--- src/rtl/cic_pkg.sv ---
`timescale 1ns/1ps
package cic_pkg;

    localparam int CIC_ORDER  = 6;
    localparam int CIC_LINES  = 31;
    localparam int CIC_CODE_W = $clog2(CIC_LINES + 1);
    localparam int CIC_ACC_W  = 30;
    localparam int CIC_CNT_W  = 4;

    typedef enum logic [1:0] {
        SEL_R4      = 2'd0,
        SEL_R8      = 2'd1,
        SEL_R16     = 2'd2,
        SEL_R16_ALT = 2'd3
    } ratio_sel_e;

    // Tag that travels with each decimated sample through the comb pipeline
    typedef struct packed {
        logic vld;
        logic keep;
    } smp_tag_t;

    function automatic int unsigned ratio_log2(input logic [1:0] sel);
        case (ratio_sel_e'(sel))
            SEL_R4:  return 2;
            SEL_R8:  return 3;
            default: return 4;
        endcase
    endfunction

    // Left shift that fills the word: acc_w - (code_w + order*log2(R) + 1)
    function automatic int unsigned pre_shift(input logic [1:0] sel, input int unsigned order,
                                              input int unsigned acc_w, input int unsigned code_w);
        return acc_w - code_w - order * ratio_log2(sel) - 1;
    endfunction

endpackage

--- src/rtl/cic_front.sv ---
`timescale 1ns/1ps
module cic_front
    import cic_pkg::*;
#(
    parameter int LINES  = CIC_LINES,
    parameter int CODE_W = CIC_CODE_W,
    parameter int ACC_W  = CIC_ACC_W,
    parameter int ORDER  = CIC_ORDER
) (
    input  logic             clk,
    input  logic             rst,
    input  logic             clr,
    input  logic [1:0]       mode,
    input  logic [LINES-1:0] therm,
    output logic [ACC_W-1:0] x_q
);
    localparam int SH_W = $clog2(ACC_W);

    logic [CODE_W-1:0] ones;
    logic [CODE_W-1:0] centred;
    logic [ACC_W-1:0]  ext;
    logic [SH_W-1:0]   shamt;

    // Position-independent line count tolerates bubbles
    always_comb begin
        ones = '0;
        for (int i = 0; i < LINES; i++) begin
            ones = ones + CODE_W'(therm[i]);
        end
    end

    // Offset binary to two's complement: invert the top bit
    assign centred = {~ones[CODE_W-1], ones[CODE_W-2:0]};
    assign ext     = {{(ACC_W-CODE_W){centred[CODE_W-1]}}, centred};
    assign shamt   = SH_W'(pre_shift(mode, ORDER, ACC_W, CODE_W));

    always_ff @(posedge clk) begin
        if (rst || clr) begin
            x_q <= '0;
        end else begin
            x_q <= ext << shamt;
        end
    end
endmodule

--- src/rtl/cic_integ_chain.sv ---
`timescale 1ns/1ps
module cic_integ_chain
    import cic_pkg::*;
#(
    parameter int ORDER = CIC_ORDER,
    parameter int ACC_W = CIC_ACC_W
) (
    input  logic             clk,
    input  logic             rst,
    input  logic             clr,
    input  logic [ACC_W-1:0] x,
    output logic [ACC_W-1:0] y
);
    logic [ACC_W-1:0] acc [ORDER];

    for (genvar k = 0; k < ORDER; k++) begin : g_stage
        logic [ACC_W-1:0] feed;
        if (k == 0) begin : g_first
            assign feed = x;
        end else begin : g_next
            assign feed = acc[k-1];
        end
        // Modulo-2^ACC_W accumulation, no saturation
        always_ff @(posedge clk) begin
            if (rst || clr) begin
                acc[k] <= '0;
            end else begin
                acc[k] <= acc[k] + feed;
            end
        end
    end

    assign y = acc[ORDER-1];
endmodule

--- src/rtl/cic_rate_ctl.sv ---
`timescale 1ns/1ps
module cic_rate_ctl
    import cic_pkg::*;
#(
    parameter int ORDER = CIC_ORDER,
    parameter int CNT_W = CIC_CNT_W
) (
    input  logic       clk,
    input  logic       rst,
    input  logic       clr,
    input  logic [1:0] mode,
    output logic       take,
    output logic       keep
);
    localparam int SKIP_W = $clog2(ORDER + 1);

    logic [CNT_W-1:0]  cnt;
    logic [CNT_W-1:0]  lim;
    logic [SKIP_W-1:0] skip;

    assign lim  = CNT_W'((1 << ratio_log2(mode)) - 1);
    assign take = (cnt == lim);
    // Only samples whose comb window holds post-flush data only are kept
    assign keep = (skip == SKIP_W'(ORDER));

    always_ff @(posedge clk) begin
        if (rst || clr) begin
            cnt  <= '0;
            skip <= '0;
        end else begin
            cnt <= take ? '0 : cnt + 1'b1;
            if (take && !keep) begin
                skip <= skip + 1'b1;
            end
        end
    end
endmodule

--- src/rtl/cic_comb_chain.sv ---
`timescale 1ns/1ps
module cic_comb_chain
    import cic_pkg::*;
#(
    parameter int ORDER = CIC_ORDER,
    parameter int ACC_W = CIC_ACC_W
) (
    input  logic             clk,
    input  logic             rst,
    input  logic             clr,
    input  smp_tag_t         tag_in,
    input  logic [ACC_W-1:0] d_in,
    output smp_tag_t         tag_out,
    output logic [ACC_W-1:0] d_out
);
    smp_tag_t         tag [ORDER+1];
    logic [ACC_W-1:0] dat [ORDER+1];

    assign tag[0] = tag_in;
    assign dat[0] = d_in;

    // One register per stage at full clock rate: latency ORDER clocks
    for (genvar k = 0; k < ORDER; k++) begin : g_stage
        logic [ACC_W-1:0] dly;
        always_ff @(posedge clk) begin
            if (rst || clr) begin
                dly        <= '0;
                dat[k+1]   <= '0;
                tag[k+1]   <= '0;
            end else begin
                tag[k+1].vld  <= tag[k].vld;
                tag[k+1].keep <= tag[k].keep;
                if (tag[k].vld) begin
                    dat[k+1] <= dat[k] - dly;
                    dly      <= dat[k];
                end
            end
        end
    end

    assign tag_out = tag[ORDER];
    assign d_out   = dat[ORDER];
endmodule

--- src/rtl/cic_decim.sv ---
`timescale 1ns/1ps
module cic_decim
    import cic_pkg::*;
#(
    parameter int ORDER  = CIC_ORDER,
    parameter int LINES  = CIC_LINES,
    parameter int ACC_W  = CIC_ACC_W,
    parameter int CNT_W  = CIC_CNT_W
) (
    input  logic             clk,
    input  logic             rst,
    input  logic [1:0]       ratio_sel,
    input  logic [LINES-1:0] therm_in,
    output logic             out_valid,
    output logic [ACC_W-1:0] out_data
);
    localparam int CODE_W = $clog2(LINES + 1);

    logic [1:0]       mode_q;
    logic             flush;
    logic [ACC_W-1:0] x0;
    logic [ACC_W-1:0] integ_y;
    logic             take;
    logic             keep;
    smp_tag_t         s_tag;
    logic [ACC_W-1:0] s_dat;
    smp_tag_t         c_tag;
    logic [ACC_W-1:0] c_dat;

    assign flush = (ratio_sel != mode_q);

    always_ff @(posedge clk) begin
        mode_q <= ratio_sel;
    end

    cic_front #(
        .LINES (LINES),
        .CODE_W(CODE_W),
        .ACC_W (ACC_W),
        .ORDER (ORDER)
    ) u_front (
        .clk  (clk),
        .rst  (rst),
        .clr  (flush),
        .mode (mode_q),
        .therm(therm_in),
        .x_q  (x0)
    );

    cic_integ_chain #(
        .ORDER(ORDER),
        .ACC_W(ACC_W)
    ) u_integ (
        .clk(clk),
        .rst(rst),
        .clr(flush),
        .x  (x0),
        .y  (integ_y)
    );

    cic_rate_ctl #(
        .ORDER(ORDER),
        .CNT_W(CNT_W)
    ) u_rate (
        .clk (clk),
        .rst (rst),
        .clr (flush),
        .mode(mode_q),
        .take(take),
        .keep(keep)
    );

    // Rate reduction: capture the integrator output once per R clocks
    always_ff @(posedge clk) begin
        if (rst || flush) begin
            s_tag <= '0;
            s_dat <= '0;
        end else begin
            s_tag.vld  <= take;
            s_tag.keep <= keep;
            if (take) begin
                s_dat <= integ_y;
            end
        end
    end

    cic_comb_chain #(
        .ORDER(ORDER),
        .ACC_W(ACC_W)
    ) u_comb (
        .clk    (clk),
        .rst    (rst),
        .clr    (flush),
        .tag_in (s_tag),
        .d_in   (s_dat),
        .tag_out(c_tag),
        .d_out  (c_dat)
    );

    always_ff @(posedge clk) begin
        if (rst) begin
            out_valid <= 1'b0;
            out_data  <= '0;
        end else if (flush) begin
            out_valid <= 1'b0;
        end else begin
            out_valid <= c_tag.vld && c_tag.keep;
            if (c_tag.vld && c_tag.keep) begin
                out_data <= c_dat;
            end
        end
    end
endmodule

--- config.mk ---
export PLATFORM = sky130hd
export DESIGN_NAME = cic_decim
export DESIGN_NICKNAME = d
export VERILOG_FILES = /design/src/rtl/cic_pkg.sv /design/src/rtl/cic_front.sv /design/src/rtl/cic_integ_chain.sv /design/src/rtl/cic_rate_ctl.sv /design/src/rtl/cic_comb_chain.sv /design/src/rtl/cic_decim.sv
export SDC_FILE = /design/constraint.sdc
export NUM_CORES = 2
export LEC_CHECK = 0
export ABC_AREA = 1
export BUFFER_PORTS_ARGS = -buffer_cell sky130_fd_sc_hd__buf_2
export CAP_MARGIN = 40
export CORE_MARGIN = 1.5
export CORE_UTILIZATION = 45
export DETAILED_ROUTE_END_ITERATION = 12
export PLACE_DENSITY = 0.63
export SETUP_SLACK_MARGIN = 0.4
export SLEW_MARGIN = 0
export SYNTH_ARGS = -nofsm -noshare
export SYNTH_HDL_FRONTEND = slang
export SYNTH_SLANG_ARGS = --single-unit
--- constraint.sdc ---
create_clock -name clk -period 6.3 [get_ports clk]
set_input_delay 0.63 -clock clk [delete_from_list [all_inputs] [get_ports clk]]
set_output_delay 0.63 -clock clk [all_outputs]
set_load 0.03 [all_outputs]
# After elaboration in Yosys (flattened, before gate mapping)
# Memory sizes are Yosys's and may differ from the RTL's.
# Cells that the tools add are included.
[totals] regBits=474 mem_bits_rw=180 output_inout_bits=31 elab_cells=114 mem_count=1
[mem_list] memory="u_integ.acc" depth=6 word_bits=30 rd=6 rd_clocked_by_memory_dff=0 write_ports=6 line_no="cic_integ_chain.sv:14" rtl="logic [ACC_W-1:0] acc [ORDER];"
[classes] addsub=47 mul=1 eq_ne=4 n_shift=2 muxes=10 bitwise_logic=8 reduce_logical=8
[op_table] cell="adder 30 bit" n=6
[op_table] cell="2-to-1 mux 30 bit" n=6
[op_table] cell="subtractor 30 bit" n=6
[op_table] cell="adder 5 x 1 -> 5 bit" n=29
[op_table] cell="multiplier 2 x 32 -> 4 bit (first input constant)" n=1
[op_table] cell="<< shifter 30 x 5 -> 30 bit" n=1
[op_table] cell="bitwise OR 1 bit" n=6
[op_table] cell="one-hot mux 3 bit (2 select lines)" n=1
[op_table] cell="subtractor 5 x 1 -> 5 bit (second input constant)" n=1
[op_table] cell="subtractor 5 bit (first input constant)" n=1
[op_table] cell="adder 4 x 1 -> 4 bit (second input constant)" n=1
[op_table] cell="== test 4 bit" n=1
[op_table] cell="OR reduction 2 bit" n=2
[op_table] cell="<< shifter 1 x 3 -> 4 bit (first input constant)" n=1
[op_table] cell="subtractor 4 x 2 -> 4 bit (second input constant)" n=1
[op_table] cell="adder 3 x 1 -> 3 bit (second input constant)" n=1
[op_table] cell="== test 3 bit (second input constant)" n=1
[op_table] cell="2-to-1 mux 1 bit" n=3
[op_table] cell="adder 1 x 1 -> 2 bit" n=1
[op_table] cell="== test 2 x 1 -> 1 bit (second input constant)" n=1
[op_table] cell="logical AND 1 bit" n=2
[op_table] cell="logical NOT 2 bit" n=1
[op_table] cell="inequality test 2 bit" n=1
[op_table] cell="inverter 1 bit" n=2
[op_table] cell="other kinds (3)" n=3

# Depth between registers and ports, before layout
[logic_depth] ltp_word=32 ltp_mapped=21 depth_no_buf=21

# By module
# Synthesis repeated with hierarchy kept, for this count alone.
[hier_totals] cells_unflattened=8137 hier_area_um2=48485.3
[modules_own_cells] mod="cic_comb_chain" n_inst=1 cells_each=4420 area_per_inst_um2=26397.8 seq_area_each_um2=7447.1
[modules_own_cells] mod="cic_integ_chain" n_inst=1 cells_each=3077 area_per_inst_um2=17276.6 seq_area_each_um2=3603.5
[modules_own_cells] mod="cic_decim" n_inst=1 cells_each=406 area_per_inst_um2=2716.4 seq_area_each_um2=1301.2
[modules_own_cells] mod="cic_front" n_inst=1 cells_each=183 area_per_inst_um2=1732.9 seq_area_each_um2=600.6
[modules_own_cells] mod="cic_rate_ctl" n_inst=1 cells_each=51 area_per_inst_um2=361.6 seq_area_each_um2=140.1

# Least setup slack after synthesis
# Ideal clock, no wire load.
[synth_path] path_kind="input to register" startpoint="input port therm_in[0]" endpoint="register u_front.x_q[20]" setup_ps=127 t_arrival_ps=5176 path_slack_ps=998 stages=17 n_path_buf=1 path_cell_list="ha_1 -> inv_1 -> fa_1 -> fa_1 -> fa_1 -> fa_1 -> fa_1 -> fa_1 -> inv_1 -> ha_1 -> fa_1 -> nand3_1 -> nand2_1 -> xnor2_1 -> inv_1 -> clkbuf_1 -> nor2_1"
[synth_via] elab_chain_len=32
[synth_lines] item="start: declaration" line_no="cic_decim.sv:13" rtl="input logic [LINES-1:0] therm_in,"
[synth_lines] item="adder 1 x 1 -> 2 bit *" line_no="cic_front.sv:28" rtl="ones = ones + CODE_W'(therm[i]);"
[synth_lines] item="adder 5 x 1 -> 5 bit * (29 in a row)" line_no="cic_front.sv:28"
[synth_lines] item="inverter 1 bit" line_no="cic_front.sv:33" rtl="assign centred = {~ones[CODE_W-1], ones[CODE_W-2:0]};"
[synth_lines] item="<< shifter 30 x 5 -> 30 bit *" line_no="cic_front.sv:41" rtl="x_q <= ext << shamt;"
[synth_lines] item="end signal: assignment" line_no="cic_front.sv:41"
[synth_lines] item="end: declaration" line_no="cic_front.sv:15" rtl="output logic [ACC_W-1:0] x_q"
# Mark *: on every way between the ends. The rest lies on a longest branch, timed or not.
# A chain may end at the register's enable or synchronous reset.

# Worst setup path in the final report
[layout_path] startpoint="input port therm_in[0]" endpoint="register u_front.x_q[22]"
# Same word-level chain as after synthesis.

==> results by group <==
Status
  – Result of the run: complete, no violations

Setup path
  – Arrival time of data at the critical path endpoint: ~5.5 ns
  – Most repeated library cell on the critical path: fa_1
  – Critical register-to-register path endpoint: u_comb.dat[142]
  – Critical path launch point type: input port
  – Top delay family on crit path: adder cells
  – Worst endpoint required time: between 6 and 7 ns
  – List of cells traversed by the critical path: buf_2 -> ha_1 -> inv_1 -> fa_1 -> fa_1 -> inv_1 -> fa_1 -> fa_1 -> fa_1 -> inv_1 -> fa_1 -> inv_1 -> fa_1 -> nand3_1 -> nand2_1 -> xnor2_1 -> inv_1 -> nor2_1
  – Origin of the critical flop-to-flop path: mode_q[1]
  – CP max FO: 16
  – Delay contributed by the slowest stage of the critical path: 0.55 ns
  – Setup CP Type: in -> reg
  – CP Capture Type: flop
  – Worst Reg-to-Reg Cells: 8
  – Reg-to-reg slack, setup: approximately 3.4 ns
  – Worst path buffer plus inverter count: 6
  – Slowest cell on the critical path: fa_1

Min path
  – Hold Path Stages: 1
  – Worst-case hold path end point: mode_q[1]
  – Hold Crit Start: ratio_sel[1]
  – Worst min-delay path class: in -> reg

Clock tree
  – Deepest clock path buffer count: 3
  – Clock tree from TritonCTS: done
  – Post-CTS repair timing setup buffer count: 0
  – Clock buffer count from CTS: 80
  – Number of clock sinks seen by CTS: about 650
  – Level count of the clock H-tree: 3
  – Root buffer cell: clkbuf_16
  – Worst skew pair latency: 0.66 ns
  – PostCTS Resize Cnt: 0
  – Clock-pin slew reported for the worst setup and hold paths after clock tree synthesis: roughly 0.070 ns
  – Number of hold-repair buffers added at the cts stage: 0

Floorplan
  – Starting density of the core: 45.6%
  – Top-level port count: 66
  – Die height: around 320 um
  – Number of rows in the core area: approximately 120
  – X dimension of the die: approximately 320 um
  – Total core area: between 100,000 and 150,000 um^2
  – Die area: between 100,000 and 150,000 um^2

STA
  – Unrepaired setup endpoints after global routing: no
  – Number of endpoints failing setup at the final stage: 0
  – Worst-case clock skew: 0.0294 ns
  – Transition time at the pin with the least slew margin: around 0.83 ns
  – Final hold violation count: 0
  – Post-Route Setup TNS: 0 ns
  – Achievable Freq: ~200 MHz
  – Number of pins with negative max-slew slack in the final report: 0
  – Period utilisation layout: between 70% and 80%
  – Time the worst path needs with I/O delays and setup: between 4 and 5 ns
  – Worst slew margin relative to its limit: around 45%

Synthesis
  – Most frequently used flop master after synthesis: dfxtp_1
  – Cell area after synthesis: 45,800 um^2
  – Post-synthesis area per instance: ~6.1 um^2
  – Number of synthesized register bits: 654
  – Sequential share of the synthesized area: 28.6%
  – Nets in the synthesized netlist: 7,976
  – Number of flops mapped to enable cells by yosys: 0
  – Count of mapped cells out of synthesis: approximately 7,500
  – Library cells used by synthesis: 34
  – YS warnings: 0
  – Share of synthesized registers carrying an async set or reset: 0%

Placed design
  – Number of buffer cells added on primary ports: 65
  – Area after detailed placement: between 40,000 and 50,000 um^2
  – Global placer's final weighted congestion: 0.936
  – Placed instance count: 8,826
  – DPL Wire Length: 103,000 um

Finish
  – Synthesis-to-layout area growth: 9.24%
  – Number of nets at the end of the flow: about 8,000
  – Number of cells in the finished layout apart from fillers: 8,970
  – Number of inserted diodes: 0
  – Share of final-layout standard cells stronger than drive strength 1: 3.15%
  – Final design instance area without fill: 50,000 um^2
  – Final core utilization: 49.8%

Drt
  – Number of DRC violations after detailed-routing iteration 0: between 2,000 and 3,000
  – Number of vias per cell after detailed routing: between 4 and 5
  – Per-cell routed wire length: roughly 14 um
  – Via count: roughly 44,000
  – DRC violation count after routing: 0
  – Total wire length: roughly 130,000 um
  – ANT nets after route: 0
  – Number of detailed-route iterations in the first pass: 5

Flow run
  – Maximum Capacitance Violations: 0

Power and ir drop
  – Clock network power share: 46.3%
  – Switching component of the power: between 2000 and 3000 uW
  – Leakage Power: between 0.02 and 0.03 uW
  – Int Pwr: about 7500 uW
  – Switching fraction of total power: about 27%
  – Sequential Power Share: 41.9%
  – Worst VDD drop: between 0.4 and 0.5 mV
  – Pwr per Cell Area: ~200 nW/um^2
  – Comb power frac: a little under an eighth

GRT
  – Largest net degree at the start of global routing: about 170
  – Number of antenna violations at the first check in global routing: 0
  – Gr usage total: about a quarter
  – Global route total overflow: 0
  – Via count of the first global-routing pass: around 41,000
  – Wire length of the first global-routing pass: roughly 210,000 um
## cells in the final DEF (no fill, tap or decap), drive strengths merged
| cell type | Yosys | final |
|---|---|---|
| o21a | 36 | 36 |
| inv | 1276 | 1284 |
| or2 | 4 | 4 |
| clkbuf | 81 | 113 |
| xnor2 | 30 | 30 |
| nand4 | 42 | 42 |
| clkinvlp | 0 | 4 |
| nand3 | 394 | 394 |
| a21oi | 640 | 640 |
| nor3 | 66 | 66 |
| o211ai | 3 | 3 |
| o21bai | 31 | 31 |
| a211oi | 35 | 35 |
| nand3b | 11 | 11 |
| a21boi | 4 | 4 |
| and2 | 16 | 16 |
| bufinv | 0 | 5 |
| ha | 360 | 360 |
| nor2 | 1379 | 1379 |
| nor4 | 1 | 1 |
| buf | 79 | 83 |
| nand2 | 1993 | 1993 |
| fa | 35 | 35 |
| dfxtp | 654 | 654 |
| a21o | 26 | 26 |
| a31oi | 2 | 2 |
| clkinv | 0 | 14 |
| o21ai | 268 | 268 |
| xor2 | 80 | 80 |
## worst max path at each step
stage,slack (ns),depth (start not counted),endpoint,from
CTS,1.31,17,u_front.x_q[22],therm_in[0]
floorplan,1.0,17,u_front.x_q[20],therm_in[0]
detailed placement,0.61,18,u_front.x_q[28],therm_in[0]
global route,1.04,18,u_front.x_q[28],therm_in[0]
global placement,0.66,17,u_front.x_q[23],therm_in[0]
finish,1.32,18,u_front.x_q[22],therm_in[0]
## cell usage after synthesis (4+ instances only)
library cell | n | share of area [%]
a211oi_1 | 35 | 0.57
a21boi_0 | 4 | 0.066
a21o_1 | 26 | 0.43
a21oi_1 | 639 | 7.0
and2_0 | 8 | 0.11
and2_1 | 8 | 0.11
buf_2 | 75 | 0.82
clkbuf_1 | 81 | 0.66
dfxtp_1 | 654 | 29
fa_1 | 35 | 1.5
ha_1 | 360 | 9.8
inv_1 | 1269 | 10
inv_2 | 7 | 0.057
nand2_1 | 1993 | 16
nand3_1 | 394 | 4.3
nand3b_1 | 11 | 0.18
nand4_1 | 42 | 0.57
nor2_1 | 1378 | 11
nor3_1 | 66 | 0.72
o21a_1 | 36 | 0.59
o21ai_0 | 215 | 2.3
o21ai_1 | 48 | 0.52
o21ai_2 | 5 | 0.096
o21bai_1 | 31 | 0.51
or2_2 | 4 | 0.055
xnor2_1 | 30 | 0.57
xor2_1 | 80 | 1.5
## flip-flops by register name, summed over array words and instances, names as in the netlist, 2 cells and up
name / flops
u_comb.g_stage.dly: 180
u_integ.acc: 180
u_comb.dat: 150
out_data: 30
s_dat: 30
u_comb.d_out: 30
u_front.x_q: 30
u_comb.tag: 10
u_rate.cnt: 4
u_rate.skip: 3
mode_q: 2
s_tag: 2
u_comb.tag_out: 2
## through the flow
stage | total power (uW) | worst slack, ns | hold slack, ns
2_1_floorplan | 5290 | 0.998 | 0.394
3_3_place_gp | 5590 | 0.658 | 0.396
3_5_place_dp | 5590 | 0.612 | 0.397
4_1_cts | 10400 | 1.31 | 0.0515
5_1_grt | 10700 | 1.04 | 0.0667
6_report | 10200 | 1.32 | 0.0932
## layer usage
layer	share of wire [%]	GRT usage, %
met1	46	32.2
met2	47	42.8
met3	3.9	2.85
met4	3.2	8.02
met5	0	0
## kinds of logic after synthesis
group	count (synthesis)	share of synthesized area [%]
buf+inv	1436	12.0
fa+ha+maj	395	11.4
xor+xnor	110	2.10
flops	654	28.6
simple gates	3906	33.7
compound gates	1045	12.2
## power groups by stage
stage	logic (uW)	clock network (uW)	registers (uW)
floorplan	950	0	4340
global placement	1220	0	4370
detailed placement	1220	0	4370
CTS	1230	4850	4280
global route	1410	5020	4290
finish	1200	4720	4280
## final cells by class
cell class                 instances  area, um^2
clock buffer                     113        2370
clock inverter                    31         318
fill                           10674       50400
inverter                        1276        4800
multi-input combinational       5456       27200
sequential                       654       13100
tap                             1357        1700
timing repair buffer              83         513
Power figures use the tool's default switching activity.
